### src/rtl/ddr2_gate_pkg.sv
package ddr2_gate_pkg;

  typedef enum logic [3:0] {
    C_NOP  = 4'd0,
    C_ACT  = 4'd1,
    C_RD   = 4'd2,
    C_RDAP = 4'd3,
    C_WR   = 4'd4,
    C_WRAP = 4'd5,
    C_PRE  = 4'd6,
    C_PREA = 4'd7,
    C_REF  = 4'd8,
    C_SRE  = 4'd9,
    C_SRX  = 4'd10,
    C_PDE  = 4'd11,
    C_PDX  = 4'd12
  } cmd_e;

  typedef enum logic [1:0] {
    RK_NORM   = 2'd0,
    RK_PD_PRE = 2'd1,
    RK_PD_ACT = 2'd2,
    RK_SELF   = 2'd3
  } rank_e;

  // Read with auto-precharge: clocks from command to bank closed.
  function automatic int rd_ap_delay(logic [2:0] al, logic bl8, int rtp);
    return int'(al) + (bl8 ? 4 : 2) - 2 + rtp;
  endfunction

  // Write with auto-precharge: clocks from command to bank closed.
  function automatic int wr_ap_delay(logic [2:0] al, logic [2:0] cl, logic bl8,
                                     logic [2:0] wr);
    return int'(al) + int'(cl) - 1 + (bl8 ? 4 : 2) + int'(wr);
  endfunction

  // Read blocking window after a slow exit from active power-down.
  function automatic int slow_exit_delay(logic [2:0] al);
    return (al >= 3'd6) ? 1 : 6 - int'(al);
  endfunction

  // Counter preload for a window of n clocks (allowed again at distance n).
  function automatic int load_of(int n);
    return (n <= 1) ? 0 : n - 1;
  endfunction

endpackage

### src/rtl/ddr2_gap_timer.sv
module ddr2_gap_timer #(
  parameter int W = 8
) (
  input  logic         clk,
  input  logic         rst_n,
  input  logic         load,
  input  logic [W-1:0] load_val,
  output logic         busy
);
  logic [W-1:0] cnt;

  always_ff @(posedge clk or negedge rst_n) begin
    if (!rst_n)           cnt <= '0;
    else if (load)        cnt <= load_val;
    else if (cnt != '0)   cnt <= cnt - 1'b1;
  end

  assign busy = (cnt != '0);

  AST_GAP_ARMED: assert property (@(posedge clk) disable iff (!rst_n)
    load && (load_val != '0) |=> busy);
  AST_GAP_RELEASES: assert property (@(posedge clk) disable iff (!rst_n)
    !load && !busy |=> !busy);
endmodule

### src/rtl/ddr2_ap_timer.sv
module ddr2_ap_timer #(
  parameter int W = 6
) (
  input  logic         clk,
  input  logic         rst_n,
  input  logic         load,
  input  logic [W-1:0] delay,
  output logic         done
);
  logic [W-1:0] cnt;

  always_ff @(posedge clk or negedge rst_n) begin
    if (!rst_n)           cnt <= '0;
    else if (load)        cnt <= delay;
    else if (cnt != '0)   cnt <= cnt - 1'b1;
  end

  assign done = (cnt == W'(1));

  AST_AP_ONE_WIDE: assert property (@(posedge clk) disable iff (!rst_n)
    done && !load |=> !done);
  AST_AP_QUIET_IDLE: assert property (@(posedge clk) disable iff (!rst_n)
    !load && !done && (cnt == '0) |=> !done);
endmodule

### src/rtl/ddr2_rank_track.sv
module ddr2_rank_track
  import ddr2_gate_pkg::*;
#(
  parameter int NB = 4,
  localparam int BA_W = $clog2(NB)
) (
  input  logic            clk,
  input  logic            rst_n,
  input  logic            acc_act,
  input  logic            acc_pre,
  input  logic            acc_prea,
  input  logic            acc_pde,
  input  logic            acc_pdx,
  input  logic            acc_sre,
  input  logic            acc_srx,
  input  logic [BA_W-1:0] bank,
  input  logic [NB-1:0]   ap_close,
  output rank_e           mode,
  output logic [NB-1:0]   open_banks
);
  logic [NB-1:0] open_nxt;
  rank_e         mode_nxt;

  always_comb begin
    open_nxt = open_banks & ~ap_close;
    if (acc_act)  open_nxt[bank] = 1'b1;
    if (acc_pre)  open_nxt[bank] = 1'b0;
    if (acc_prea) open_nxt = '0;
  end

  always_comb begin
    mode_nxt = mode;
    unique case (mode)
      RK_NORM: begin
        if (acc_pde)      mode_nxt = (open_banks != '0) ? RK_PD_ACT : RK_PD_PRE;
        else if (acc_sre) mode_nxt = RK_SELF;
      end
      RK_PD_PRE, RK_PD_ACT: if (acc_pdx) mode_nxt = RK_NORM;
      RK_SELF:              if (acc_srx) mode_nxt = RK_NORM;
      default:              mode_nxt = RK_NORM;
    endcase
  end

  always_ff @(posedge clk or negedge rst_n) begin
    if (!rst_n) begin
      open_banks <= '0;
      mode       <= RK_NORM;
    end else begin
      open_banks <= open_nxt;
      mode       <= mode_nxt;
    end
  end

  AST_LAST_BANK_IDLE: assert property (@(posedge clk) disable iff (!rst_n)
    acc_pre && (open_banks == (NB'(1) << bank)) && (ap_close == '0) |=> (open_banks == '0));
  AST_OTHERS_KEEP_ACTIVE: assert property (@(posedge clk) disable iff (!rst_n)
    acc_pre && ((open_banks & ~(NB'(1) << bank)) != '0) && (ap_close == '0) |=> (open_banks != '0));
  AST_AP_CLOSES_BANK: assert property (@(posedge clk) disable iff (!rst_n)
    (ap_close != '0) && !acc_act |=> ((open_banks & $past(ap_close)) == '0));
endmodule

### src/rtl/ddr2_cmd_gate.sv
module ddr2_cmd_gate
  import ddr2_gate_pkg::*;
#(
  parameter int NUM_BANKS = 4,
  parameter int T_XP      = 3,
  parameter int T_XARD    = 2,
  parameter int T_XSNR    = 30,
  parameter int T_XSRD    = 200,
  parameter int T_RFC     = 26,
  parameter int T_RTP     = 2,
  parameter int AP_W      = 6,
  localparam int BA_W     = $clog2(NUM_BANKS),
  localparam int GAP_W    = $clog2(T_XP + T_XARD + T_XSNR + T_XSRD + T_RFC + 8)
) (
  input  logic                 clk,
  input  logic                 rst_n,
  input  logic [3:0]           cmd,
  input  logic [BA_W-1:0]      bank,
  input  logic [2:0]           cas_lat,
  input  logic [2:0]           add_lat,
  input  logic                 burst8,
  input  logic [2:0]           wr_rec,
  input  logic                 slow_exit,
  output logic                 allow_act,
  output logic                 allow_rd,
  output logic                 allow_wr,
  output logic                 allow_pre,
  output logic                 allow_aref,
  output logic                 allow_sref,
  output logic                 allow_pden,
  output logic                 allow_pdex,
  output logic                 allow_srex,
  output logic [NUM_BANKS-1:0] ap_done,
  output logic                 rank_active,
  output logic                 violation
);
  localparam int NT      = 5;
  localparam int TI_XP   = 0;
  localparam int TI_XARD = 1;
  localparam int TI_XSNR = 2;
  localparam int TI_XSRD = 3;
  localparam int TI_RFC  = 4;

  rank_e                mode;
  logic [NUM_BANKS-1:0] open_banks;
  logic [NT-1:0]        tm_load;
  logic [GAP_W-1:0]     tm_val [NT];
  logic [NT-1:0]        tm_busy;

  // Named internal events for the assertions.
  logic in_norm, nonrd_ok, rd_ok, rfc_ok;
  logic cmd_known, cmd_ok, cmd_blocked;
  logic acc_act, acc_rdap, acc_wrap, acc_pre, acc_prea, acc_ref;
  logic acc_sre, acc_srx, acc_pde, acc_pdx;
  logic [AP_W-1:0] rd_delay, wr_delay;

  assign in_norm     = (mode == RK_NORM);
  assign rank_active = (open_banks != '0);
  assign nonrd_ok    = !tm_busy[TI_XP] && !tm_busy[TI_XSNR];
  assign rd_ok       = !tm_busy[TI_XARD] && !tm_busy[TI_XSRD];
  assign rfc_ok      = !tm_busy[TI_RFC];

  assign allow_act  = in_norm && nonrd_ok && rfc_ok;
  assign allow_rd   = in_norm && rd_ok && rank_active;
  assign allow_wr   = in_norm && nonrd_ok && rank_active;
  assign allow_pre  = in_norm && nonrd_ok;
  assign allow_aref = in_norm && nonrd_ok && rfc_ok && !rank_active;
  assign allow_sref = in_norm && nonrd_ok && !rank_active;
  assign allow_pden = in_norm && nonrd_ok;
  assign allow_pdex = (mode == RK_PD_PRE) || (mode == RK_PD_ACT);
  assign allow_srex = (mode == RK_SELF);

  always_comb begin
    cmd_known = 1'b1;
    cmd_ok    = 1'b0;
    case (cmd)
      C_ACT:          cmd_ok = allow_act;
      C_RD, C_RDAP:   cmd_ok = allow_rd;
      C_WR, C_WRAP:   cmd_ok = allow_wr;
      C_PRE, C_PREA:  cmd_ok = allow_pre;
      C_REF:          cmd_ok = allow_aref;
      C_SRE:          cmd_ok = allow_sref;
      C_SRX:          cmd_ok = allow_srex;
      C_PDE:          cmd_ok = allow_pden;
      C_PDX:          cmd_ok = allow_pdex;
      default:        cmd_known = 1'b0;
    endcase
  end

  assign cmd_blocked = cmd_known && !cmd_ok;
  assign acc_act  = (cmd == C_ACT)  && cmd_ok;
  assign acc_rdap = (cmd == C_RDAP) && cmd_ok;
  assign acc_wrap = (cmd == C_WRAP) && cmd_ok;
  assign acc_pre  = (cmd == C_PRE)  && cmd_ok;
  assign acc_prea = (cmd == C_PREA) && cmd_ok;
  assign acc_ref  = (cmd == C_REF)  && cmd_ok;
  assign acc_sre  = (cmd == C_SRE)  && cmd_ok;
  assign acc_srx  = (cmd == C_SRX)  && cmd_ok;
  assign acc_pde  = (cmd == C_PDE)  && cmd_ok;
  assign acc_pdx  = (cmd == C_PDX)  && cmd_ok;

  // Exit and recovery windows.
  always_comb begin
    tm_load[TI_XP]   = acc_pdx && (mode == RK_PD_PRE);
    tm_load[TI_XARD] = acc_pdx && (mode == RK_PD_ACT);
    tm_load[TI_XSNR] = acc_srx;
    tm_load[TI_XSRD] = acc_srx;
    tm_load[TI_RFC]  = acc_ref;
    tm_val[TI_XP]    = GAP_W'(load_of(T_XP));
    tm_val[TI_XARD]  = slow_exit ? GAP_W'(load_of(slow_exit_delay(add_lat)))
                                 : GAP_W'(load_of(T_XARD));
    tm_val[TI_XSNR]  = GAP_W'(load_of(T_XSNR));
    tm_val[TI_XSRD]  = GAP_W'(load_of(T_XSRD));
    tm_val[TI_RFC]   = GAP_W'(load_of(T_RFC));
  end

  for (genvar t = 0; t < NT; t++) begin : g_gap
    ddr2_gap_timer #(.W(GAP_W)) u_gap (
      .clk      (clk),
      .rst_n    (rst_n),
      .load     (tm_load[t]),
      .load_val (tm_val[t]),
      .busy     (tm_busy[t])
    );
  end

  // Auto-precharge completion, one counter per bank.
  assign rd_delay = AP_W'(rd_ap_delay(add_lat, burst8, T_RTP));
  assign wr_delay = AP_W'(wr_ap_delay(add_lat, cas_lat, burst8, wr_rec));

  for (genvar b = 0; b < NUM_BANKS; b++) begin : g_ap
    ddr2_ap_timer #(.W(AP_W)) u_ap (
      .clk   (clk),
      .rst_n (rst_n),
      .load  ((acc_rdap || acc_wrap) && (bank == BA_W'(b))),
      .delay (acc_wrap ? wr_delay : rd_delay),
      .done  (ap_done[b])
    );
  end

  ddr2_rank_track #(.NB(NUM_BANKS)) u_track (
    .clk        (clk),
    .rst_n      (rst_n),
    .acc_act    (acc_act),
    .acc_pre    (acc_pre),
    .acc_prea   (acc_prea),
    .acc_pde    (acc_pde),
    .acc_pdx    (acc_pdx),
    .acc_sre    (acc_sre),
    .acc_srx    (acc_srx),
    .bank       (bank),
    .ap_close   (ap_done),
    .mode       (mode),
    .open_banks (open_banks)
  );

  always_ff @(posedge clk or negedge rst_n) begin
    if (!rst_n) violation <= 1'b0;
    else        violation <= violation || cmd_blocked;
  end

  AST_VIOL_STICKY: assert property (@(posedge clk) disable iff (!rst_n)
    violation |=> violation);
  AST_BLOCKED_NO_EFFECT: assert property (@(posedge clk) disable iff (!rst_n)
    cmd_blocked && (ap_done == '0) |=> $stable(open_banks) && $stable(mode));
  AST_PD_ONLY_EXIT: assert property (@(posedge clk) disable iff (!rst_n)
    acc_pde |=> allow_pdex && !allow_act && !allow_rd && !allow_wr && !allow_pre && !allow_aref);
  AST_SR_ONLY_EXIT: assert property (@(posedge clk) disable iff (!rst_n)
    acc_sre |=> allow_srex && !allow_pdex && !allow_pden && !allow_aref);
  AST_RFC_HOLDOFF: assert property (@(posedge clk) disable iff (!rst_n)
    (T_RFC > 1) && acc_ref |=> !allow_act && !allow_aref);
  AST_SRX_HOLDOFF: assert property (@(posedge clk) disable iff (!rst_n)
    (T_XSNR > 1) && (T_XSRD > 1) && acc_srx |=> !allow_act && !allow_pden && !rd_ok);
endmodule

### config.mk
export PLATFORM = sky130hd
export DESIGN_NAME = ddr2_cmd_gate
export DESIGN_NICKNAME = d
export VERILOG_FILES = /design/src/rtl/ddr2_gate_pkg.sv /design/src/rtl/ddr2_gap_timer.sv /design/src/rtl/ddr2_ap_timer.sv /design/src/rtl/ddr2_rank_track.sv /design/src/rtl/ddr2_cmd_gate.sv
export SDC_FILE = /design/constraint.sdc
export NUM_CORES = 1
export LEC_CHECK = 0
export ABC_CLOCK_PERIOD_IN_PS = 3200
export BUFFER_PORTS_ARGS = -buffer_cell sky130_fd_sc_hd__buf_2
export CELL_PAD_IN_SITES_DETAIL_PLACEMENT = 1
export CELL_PAD_IN_SITES_GLOBAL_PLACEMENT = 1
export CORE_MARGIN = 2
export CORE_UTILIZATION = 48
export CTS_CLUSTER_SIZE = 8
export DETAILED_ROUTE_END_ITERATION = 8
export PLACE_DENSITY_LB_ADDON = 0.12
export SLEW_MARGIN = 10
export SYNTH_ARGS = -nofsm -noshare
export SYNTH_HDL_FRONTEND = slang
export SYNTH_SLANG_ARGS = --single-unit
export TNS_END_PERCENT = 100
### constraint.sdc
create_clock -name clk -period 3.2 [get_ports clk]
set_clock_uncertainty 0.1 [all_clocks]
set_input_delay 0.64 -clock clk [delete_from_list [all_inputs] [get_ports clk]]
set_output_delay 0.64 -clock clk [all_outputs]
set_load 0.02 [all_outputs]
==> impl_metrics.ini <==
[yosys]
synthSimpleGateAreaFrac = 0.242
synthDistinctLibCells = 69
yosysTopAreaCell = dfrtp_1
avgSynthCellArea_um2 = 9.39
synth_adder_area_share = 0.114
synth-compound-area-share = 0.138
yosys_most_used_dff = dfrtp_1
netlist_instances = 560
synth_xor_area_frac = 0.0683
synthMuxAreaShare = 0.0250
yosysWarnings = 0
synth_edf_count = 0
seq_area_frac_synth = 0.362
synth_top_family_by_area = simple AND/OR/NAND/NOR gates
synthTopCellsByArea = dfrtp_1, ha_1, nand2_1, xnor2_1, inv_1
syn_nets = 624
async_reset_ff_frac = 1.00
netlist_area_mm2 = 0.00526
yosysTopAreaCellShare = 0.362
yosys_register_bits = 76

[die]
num_io_pins = 34
initial_core_util = 0.489
chipWidth_um = 109
num_rows = 38
coreArea_mm2 = 0.0107
die-area_mm2 = 0.0118
die_y_um = 109

[sta]
slew_viol_final = 0
hold_violations = 0
post-route-period-util = 1.00
finalSetupViolations = 3
tns_ns = -0.0292
max_clock_freq_mhz = 311
rsz0062_at_grt = true
setup_ws_ns = -0.0156
period_needed_ns = 3.22
slew_headroom = 0.369
tightest_slew_ns = 0.946

[clocking]
clock_latency_ns = 0.37
cts-root-buf = clkbuf_8
cts_tree = built
cts_buffers = 9
htreeDepth = 3
holdBufCountCts = 0
cts_buffer_depth = 2
post_cts_buffers = 0
clkTransAtPathRegs_ns = 0.09
clock-sinks = 76

[power]
p_total_mw = 4.64
power_leakage_nw = 2.65
ir_drop_mv = 0.410
power_density_mw_per_mm2 = 785

[global_routing]
globalRouteTotalUtil = 0.243
grt_pass1_vias = 4507
grt_overflow = 0
grt_pass1_wl_mm = 22.2
grt_max_degree = 77
grt_antenna_before_repair = 0

[outcome]
failed_checks = setup timing
outcome = complete, but fails checks

[worst_setup_path]
required_ns = 3.37
start_kind = primary input
crit_fanout = 4
arrival_ns = 3.39
critPathKind = primary input to flop
setup.worst_path.end_class = flop

[final_layout]
final_cells = 746
diodes = 0
syn2layout_area_growth_pct = 12.5
finalInstanceArea_mm2 = 0.00591
drive_above_1_share = 0.182
mostFrequentLayoutCell = dfrtp_1
layout_common_cells = dfrtp_1, nand2_1, nor2_1
nNetsFinal = 665

[run]
maxCapViolations = 0

[route]
first_pass_iters = 6
routed_wl_mm = 13.1
wl_per_cell_um = 17.5
avgViaCountPerCell = 5.61
antenna_left = 0
via_count = 4185
drt_iter0_drc = 189
post-route-drc-count = 0

[placed_design]
dp.cells = 730
port_buffers = 33
gp_congestion = 0.879
post-dp-hpwl_mm = 10.1
dpl_cell_area_mm2 = 0.00565

[min_path]
hp-class = primary input to asynchronous set/reset pin
## timing repair
item,CTS,global route
gates cloned,0,0
pin swaps,7,8
resized for setup,9,8
endpoints found under the setup margin,11,16
## routing by layer
metal | routed length (µm) | vias up | GRT usage
met5 | 0 | - | 0
met4 | 293 | 0 | 0.0861
met3 | 308 | 23 | 0.0359
met2 | 6540 | 41 | 0.427
met1 | 5930 | 2075 | 0.304
li1 | - | 2046 | -
## critical path, stage by stage
cell      delay, ns
buf_8          0.08
inv_8          0.03
ha_4           0.24
inv_2          0.04
ha_4           0.15
fa_1           0.50
inv_2          0.04
fa_1           0.52
inv_1          0.05
ha_1           0.26
a21o_1         0.17
a21oi_2        0.13
xnor2_1        0.13
o211ai_1       0.19
o22ai_1        0.21
## final cells by class
cell class	count	area (µm²)
clock buffer	11	151
inverter	48	193
sequential	76	1900
timing repair buffer	45	278
fill	1262	4830
clock inverter	5	57.6
tap	140	175
multi-input combinational	421	3160
## path summary, 6_finish.rpt
check	slack, ns	cells past startpoint	endpoint	startpoint
setup / recovery	-0.02	15	g_ap[3].u_ap.cnt[4]	cas_lat[1]
hold / removal	0.30	1	g_gap[0].u_gap.cnt[5]	rst_n
setup reg to reg	0.39	7	g_ap[0].u_ap.cnt[5]	g_gap[2].u_gap.cnt[5]
hold reg to reg	0.40	1	violation	violation
max in group asynchronous	2.07	1	g_ap[3].u_ap.cnt[3]	rst_n
min in group clk	0.40	1	violation	violation
## state kept, by name (all words and copies together) (netlist names)
| register | flops |
|---|---|
| g_ap.u_ap.cnt | 24 |
| violation | 1 |
| u_track.mode | 2 |
| g_gap.u_gap.cnt | 45 |
| u_track.open_banks | 4 |
## through the flow
step	worst slack [ns]	hold slack [ns]	util
2_1_floorplan	-0.141	0.244	-
3_3_place_gp	-0.412	0.376	0.526
3_5_place_dp	-0.468	0.389	0.526
4_1_cts	-0.00924	0.353	0.548
5_1_grt	-0.215	0.386	0.550
6_report	-0.0156	0.304	0.550
## cell families after synthesis
family                   Yosys count
AND/OR/NAND/NOR                  217
adder cells (fa/ha/maj)           45
XOR/XNOR                          41
buffers and inverters             63
multiplexers                      13
flip-flops                        76
AO/OA/AOI/OAI                    105
## report_power, final
part	total [mW]	switching (mW)	internal, mW	leakage [nW]
registers	1.83	0.457	1.38	0.927
clock network	0.782	0.377	0.406	0.110
logic	2.02	1.11	0.913	1.61
## Yosys cell counts (5+ instances only)
cell type  count
a21oi_1       27
buf_4          5
clkbuf_1       5
dfrtp_1       76
fa_1           5
ha_1          40
inv_1         46
mux2i_1       12
nand2_1       56
nand2b_1       5
nand3_1       14
nand3b_1       8
nor2_1        42
nor2b_1        9
nor3_1        24
nor3b_1        6
o21ai_0       22
o22ai_1       19
or3_1          8
xnor2_1       23
xor2_1        18
Power figures use the tool's default switching activity.
